$ cat src/rtl/iop_pkg.sv
package iop_pkg;

  typedef enum logic [1:0] {
    PM_SW    = 2'd0,
    PM_LOGIC = 2'd1,
    PM_ADDR  = 2'd2,
    PM_DPORT = 2'd3
  } pin_mode_e;

  // Live read value of one pin: stored value if driven, pad level if not.
  function automatic logic live_bit(input logic is_out, input logic stored, input logic pad);
    return is_out ? stored : pad;
  endfunction

  // Which latched address bit a pin shows: odd ports take the upper half.
  function automatic int latch_index(input int port, input int idx, input int aw);
    return (port % 2) * (aw / 2) + idx;
  endfunction

endpackage

$ cat src/rtl/iop_port_regs.sv
module iop_port_regs #(
  parameter int W       = 8,
  parameter int DW      = 8,
  parameter int PORT_ID = 0
) (
  input  logic          clk,
  input  logic          rst_n,
  input  logic          we,
  input  logic [1:0]    sel_port,
  input  logic [1:0]    sel_kind,
  input  logic [DW-1:0] wdata,
  input  logic [W-1:0]  pad,
  output logic [DW-1:0] rdata,
  output logic [W-1:0]  dout_q,
  output logic [W-1:0]  dir_q,
  output logic [W-1:0]  plane0_q,
  output logic [W-1:0]  plane1_q
);
  import iop_pkg::*;

  logic hit;
  assign hit = we && (sel_port == 2'(PORT_ID));

  always_ff @(posedge clk or negedge rst_n) begin
    if (!rst_n) begin
      dout_q   <= '0;
      dir_q    <= '0;
      plane0_q <= '0;
      plane1_q <= '0;
    end else if (hit) begin
      case (sel_kind)
        2'd0:    dout_q   <= wdata[W-1:0];
        2'd1:    dir_q    <= wdata[W-1:0];
        2'd2:    plane0_q <= wdata[W-1:0];
        default: plane1_q <= wdata[W-1:0];
      endcase
    end
  end

  logic [W-1:0] view;
  always_comb begin
    view = '0;
    case (sel_kind)
      2'd0: for (int i = 0; i < W; i++) view[i] = live_bit(dir_q[i], dout_q[i], pad[i]);
      2'd1: view = dir_q;
      2'd2: view = plane0_q;
      default: view = plane1_q;
    endcase
    rdata = '0;
    rdata[W-1:0] = view;
  end

  // a direction write lands one edge later
  a_r3_dir_write: assert property (@(posedge clk) disable iff (!rst_n)
    (hit && sel_kind == 2'd1) |=> dir_q == $past(wdata[W-1:0]));
  // state is clear on the first edge out of reset
  a_r2_reset_clear: assert property (@(posedge clk) disable iff (!rst_n)
    $rose(rst_n) |-> (dir_q == '0 && dout_q == '0 && plane0_q == '0 && plane1_q == '0));

endmodule

$ cat src/rtl/iop_addr_latch.sv
module iop_addr_latch #(
  parameter int AW = 16
) (
  input  logic          clk,
  input  logic          rst_n,
  input  logic          ale,
  input  logic [AW-1:0] addr_i,
  output logic [AW-1:0] addr_q,
  output logic          ale_fall
);
  logic ale_q;

  assign ale_fall = ale_q && !ale;

  always_ff @(posedge clk or negedge rst_n) begin
    if (!rst_n) begin
      ale_q  <= 1'b0;
      addr_q <= '0;
    end else begin
      ale_q <= ale;
      if (ale_fall) addr_q <= addr_i;
    end
  end

  // capture on the falling strobe
  a_r8_capture: assert property (@(posedge clk) disable iff (!rst_n)
    ale_fall |=> addr_q == $past(addr_i));
  // hold between strobes
  a_r8_hold: assert property (@(posedge clk) disable iff (!rst_n)
    !ale_fall |=> $stable(addr_q));

endmodule

$ cat src/rtl/iop_pin_cell.sv
module iop_pin_cell #(
  parameter bit HAS_DPORT = 1'b0
) (
  input  logic [1:0] mode,
  input  logic       sw_dout,
  input  logic       sw_dir,
  input  logic       lg_out,
  input  logic       lg_oe,
  input  logic       addr_b,
  input  logic       bus_rd,
  input  logic       bus_b,
  output logic       pin_o,
  output logic       pin_oe
);
  import iop_pkg::*;

  always_comb begin
    pin_o  = sw_dout;
    pin_oe = sw_dir;
    case (pin_mode_e'(mode))
      PM_LOGIC: begin
        pin_o  = lg_out;
        pin_oe = lg_oe;
      end
      PM_ADDR: begin
        pin_o  = addr_b;
        pin_oe = 1'b1;
      end
      PM_DPORT: begin
        if (HAS_DPORT) begin
          pin_o  = bus_b;
          pin_oe = bus_rd;
        end
      end
      default: ;
    endcase
  end

endmodule

$ cat src/rtl/iop_bank.sv
module iop_bank #(
  parameter int W_A = 8,
  parameter int W_B = 8,
  parameter int W_C = 8,
  parameter int W_D = 3,
  parameter int AW  = 16,
  parameter int DW  = 8,
  localparam int NPIN  = W_A + W_B + W_C + W_D,
  localparam int BUS_W = W_A + W_B
) (
  input  logic             clk,
  input  logic             rst_n,
  input  logic             reg_we,
  input  logic [3:0]       reg_addr,
  input  logic [DW-1:0]    reg_wdata,
  output logic [DW-1:0]    reg_rdata,
  input  logic             ale,
  input  logic [AW-1:0]    addr_i,
  input  logic             bus_rd,
  input  logic [BUS_W-1:0] bus_rdata,
  output logic [BUS_W-1:0] bus_wdata,
  input  logic [NPIN-1:0]  pld_out,
  input  logic [NPIN-1:0]  pld_oe,
  output logic [NPIN-1:0]  pld_in,
  input  logic [NPIN-1:0]  pin_i,
  output logic [NPIN-1:0]  pin_o,
  output logic [NPIN-1:0]  pin_oe
);
  import iop_pkg::*;

  function automatic int port_w(input int p);
    case (p)
      0:       return W_A;
      1:       return W_B;
      2:       return W_C;
      default: return W_D;
    endcase
  endfunction

  function automatic int port_base(input int p);
    int s;
    s = 0;
    for (int q = 0; q < p; q++) s += port_w(q);
    return s;
  endfunction

  logic [NPIN-1:0]        dout_all, dir_all, pl0_all, pl1_all;
  logic [3:0][DW-1:0]     rd_port;
  logic [AW-1:0]          addr_q;
  logic                   ale_fall;

  iop_addr_latch #(.AW(AW)) u_latch (
    .clk(clk), .rst_n(rst_n), .ale(ale), .addr_i(addr_i),
    .addr_q(addr_q), .ale_fall(ale_fall)
  );

  for (genvar p = 0; p < 4; p++) begin : g_port
    localparam int PW   = port_w(p);
    localparam int BASE = port_base(p);

    iop_port_regs #(.W(PW), .DW(DW), .PORT_ID(p)) u_regs (
      .clk(clk), .rst_n(rst_n), .we(reg_we),
      .sel_port(reg_addr[3:2]), .sel_kind(reg_addr[1:0]),
      .wdata(reg_wdata), .pad(pin_i[BASE +: PW]),
      .rdata(rd_port[p]),
      .dout_q(dout_all[BASE +: PW]), .dir_q(dir_all[BASE +: PW]),
      .plane0_q(pl0_all[BASE +: PW]), .plane1_q(pl1_all[BASE +: PW])
    );

    for (genvar i = 0; i < PW; i++) begin : g_pin
      localparam int K  = BASE + i;
      localparam int AI = latch_index(p, i, AW);
      localparam bit DP = (p < 2);
      localparam int BI = DP ? K : 0;

      iop_pin_cell #(.HAS_DPORT(DP)) u_cell (
        .mode({pl1_all[K], pl0_all[K]}),
        .sw_dout(dout_all[K]), .sw_dir(dir_all[K]),
        .lg_out(pld_out[K]), .lg_oe(pld_oe[K]),
        .addr_b(addr_q[AI]), .bus_rd(bus_rd), .bus_b(bus_rdata[BI]),
        .pin_o(pin_o[K]), .pin_oe(pin_oe[K])
      );

      // an address-mode pin always drives its latched bit
      a_r8_addr_pin: assert property (@(posedge clk) disable iff (!rst_n)
        (pl1_all[K] && !pl0_all[K]) |-> (pin_oe[K] && pin_o[K] == addr_q[AI]));

      if (DP) begin : g_dp_chk
        // data-port pins float outside a read cycle
        a_r9_dport_float: assert property (@(posedge clk) disable iff (!rst_n)
          (pl1_all[K] && pl0_all[K] && !bus_rd) |-> !pin_oe[K]);
      end else begin : g_sw_chk
        // mode 3 on ports C and D follows the direction bit
        a_r10_mode3_sw: assert property (@(posedge clk) disable iff (!rst_n)
          (pl1_all[K] && pl0_all[K]) |-> (pin_oe[K] == dir_all[K]));
      end
    end
  end

  assign reg_rdata = rd_port[reg_addr[3:2]];
  assign pld_in    = pin_i;
  assign bus_wdata = pin_i[BUS_W-1:0];

  // no pin drives on the first edge after reset
  a_r2_floating: assert property (@(posedge clk) disable iff (!rst_n)
    $rose(rst_n) |-> pin_oe == '0);

endmodule

$ cat config.mk
export PLATFORM = sky130hd
export DESIGN_NAME = iop_bank
export DESIGN_NICKNAME = d
export VERILOG_FILES = /design/src/rtl/iop_pkg.sv /design/src/rtl/iop_port_regs.sv /design/src/rtl/iop_addr_latch.sv /design/src/rtl/iop_pin_cell.sv /design/src/rtl/iop_bank.sv
export SDC_FILE = /design/constraint.sdc
export NUM_CORES = 1
export LEC_CHECK = 0
export ABC_AREA = 1
export BUFFER_PORTS_ARGS = -buffer_cell sky130_fd_sc_hd__buf_2
export CAP_MARGIN = 20
export CORE_MARGIN = 8
export CORE_UTILIZATION = 35
export DETAILED_ROUTE_END_ITERATION = 6
export SLEW_MARGIN = 20
export SYNTH_ARGS = -nofsm -noshare
export SYNTH_HDL_FRONTEND = slang
export SYNTH_SLANG_ARGS = --single-unit
$ cat constraint.sdc
create_clock -name clk -period 2.5 [get_ports clk]
set_clock_uncertainty 0.2 [all_clocks]
set_input_delay 0.5 -clock clk [delete_from_list [all_inputs] [get_ports clk]]
set_output_delay 0.5 -clock clk [all_outputs]
set_load 0.03 [all_outputs]
==> flow_summary.ini <==
[drt]
dr.pass1.iters = 5
wl_um = 27500
routedWlPerCell_um = 17.8
drt_iter0_markers = 535
vias_per_cell = 5.08
route.vias.total = 7856
final_antenna_net_count = 0
drc = 0

[floorplanning]
die_area_um2 = 28400
die_h_um = 168
core_um2 = 22700
die_width_um = 168
rows = 55
pin_count = 235
initial_core_util_pct = 35.8

[cells_and_area]
multi_input_area_um2 = 3600
n_antenna_cell = 0
area_growth_syn_to_layout_pct = 19.5
fin_nets = 1400
drive_above_1_share_pct = 26.0
fillCellCount = 2359
regArea_um2 = 3130
layout_common_cells = nand2_1 (237), buf_2 (231), o21ai_0 (159), inv_1 (137), dfrtp_1 (124)
layout.cells.most_common = nand2_1

[global_route]
grt_max_degree = 51
met2_usage_pct = 32.6
antenna_found_initial = 0
use_met3_pct = 4.30
grt_pass1_wl_um = 42500
grt_pass1_vias = 7749
grt-ovfl-total = 0
grt_usage_pct = 19.2
use_met1_pct = 23.7
busiest_layer = met2

[clock_tree]
htree_levels = 4
clock_sinks = 125
root_buffer = clkbuf_16
cts_tree = done
clk_pin_slew_ns = 0.06
cts.path.max_buffers = 2
worstSkewPairLatency_ns = 0.42
cts_made_buffers = 17

[synth]
synthTopCellsByArea = dfrtp_1 (38%), nand2_1 (11%), o21ai_0 (9.9%)
syn_nets = 1245
synth_top_area_cell = dfrtp_1
synth_ff_type = dfrtp_1
synth-edff-count = 0
syn_area_um2 = 8130
yosysTopAreaCellShare_pct = 38.5
synth_seq_cells = 125
synth_area_per_cell_um2 = 7.44
syn_inst = 1093
yosys_warnings = 0
synth.yosys.seq_area_share_pct = 38.5
async_flop_share_pct = 100
synth_cell_types = 25

[sta]
max_slew_margin_pct = 61.4
hold_violations = 0
fmax_mhz = 405
grt_setup_unrepaired = yes
min_period_ns = 2.47
finalSetupTns_ns = 0
setup_viol_count_final = 0
worst_pin_slew_ns = 0.572
slew_violations = 0
fin_crit_sh_pct = 98.7

[setup_path]
cpMaxStageDelayCell = dfrtp_1
worst_setup_path_start_kind = register
cp_top_family = flip-flops
crit_fanout = 4
worst-path-buf-inv = 2
cp_data_arrival_time_ns = 1.77
path_cells = inv_1 > ha_1 > a21oi_1 > a22oi_1 > buf_2
criticalPathCategory = register to primary output
endpoint_kind = primary output
cp.required_ns = 1.80
cpPeakStageDelay_ns = 0.36

[power]
power.leakage_nw = 4.84
power.density_nw_per_um2 = 904
ir_worst_vdd_v = 0.000574
power_w = 0.00879

[place]
dpl.hpwl_um = 21700
gp_congestion = 0.872
io_buffers = 234

[run_status]
status = finished, final reports clean

[min_path]
min_path_type = input pin to register

[flow_run]
maxCapViolations = 0
## cell families (layout without fill, tap and decap cells)
kind of cell	count (synthesis)	count (layout)	synth area share (%)
AND/OR/NAND/NOR	395	395	21.0
adder cells (fa/ha/maj)	22	22	3.39
AO/OA/AOI/OAI	270	270	18.1
multiplexers	13	13	1.80
buffers and inverters	268	436	17.2
flip-flops	125	125	38.5
## area by class of cell
cell class                      instances  area share, %
Clock buffer                           18           4.52
Multi-Input combinational cell        700           37.1
Sequential cell                       125           32.2
Clock inverter                         14           1.98
Timing Repair Buffer                  266           15.2
Inverter                              138           5.36
Tap cell                              285           3.67
## worst reg2reg max path, stage by stage, from the launching register on
cell and delay [ns]:
dfrtp_1 0.36, nand2_1 0.08, buf_4 0.22, mux2_2 0.37
## report_power, final
part / leakage, nW / internal, W / total (W) / switching, W
combinational: 3.03 / 0.00104 / 0.00323 / 0.00219
sequential: 1.52 / 0.00246 / 0.00289 / 0.000436
clock: 0.302 / 0.00170 / 0.00266 / 0.000968
## path summary, 6_finish.rpt
path | slack (ns) | from | to | depth (start not counted)
max in group asynchronous | 1.13 | rst_n | u_latch.addr_q[15] | 3
setup / recovery | 0.03 | g_port[2].u_regs.plane0_q[2] | pin_o[18] | 5
setup reg to reg | 1.16 | u_latch.ale_q | u_latch.addr_q[0] | 3
hold / removal | 0.11 | addr_i[7] | u_latch.addr_q[7] | 2
min in group asynchronous | 0.32 | rst_n | u_latch.addr_q[6] | 2
hold reg to reg | 0.29 | g_port[3].u_regs.dout_q[2] | g_port[3].u_regs.dout_q[2] | 2
## flip-flops by register name, summed over array words and instances (netlist names)
name                    count
u_latch.addr_q             16
g_port.u_regs.plane1_q     27
g_port.u_regs.dir_q        27
g_port.u_regs.plane0_q     27
g_port.u_regs.dout_q       27
u_latch.ale_q               1
## routing by layer
metal  vias to the layer above  share of wire, %
met1                      3690                44
li1                       3855                 -
met4                         0               2.3
met5                         -                 0
met2                       272                48
met3                        39               6.2
## stage by stage
stage	area (µm²)	cells	hold slack (ns)	util [%]	setup slack (ns)
3_5_place_dp	9050	1511	0.223	39.8	0.0970
5_1_grt	9720	1546	0.0935	42.8	-0.00371
4_1_cts	9700	1545	0.0835	42.7	0.0134
3_3_place_gp	9050	1511	0.228	39.8	0.104
6_report	9720	1546	0.106	42.8	0.0321
2_1_floorplan	8130	1093	0.00441	-	0.263
## cells in the mapped netlist, types with 11 or more instances
| cell | n |
|---|---|
| a21oi_1 | 64 |
| a22oi_1 | 11 |
| buf_2 | 16 |
| buf_4 | 100 |
| clkbuf_1 | 11 |
| dfrtp_1 | 125 |
| ha_1 | 22 |
| inv_1 | 137 |
| mux2_2 | 13 |
| nand2_1 | 237 |
| nand3_1 | 104 |
| nand4_1 | 14 |
| nor2_1 | 24 |
| o21ai_0 | 161 |
| o311ai_0 | 18 |
## what timing repair did
| action | 4_1_cts | 5_1_grt |
|---|---|---|
| gates resized for setup | 0 | 7 |
| setup endpoints to repair | 0 | 6 |
| setup buffers | 0 | 1 |
| hold endpoints to repair | 20 | 0 |
| hold buffers | 2 | 0 |
(Power assumes the default switching activity.)
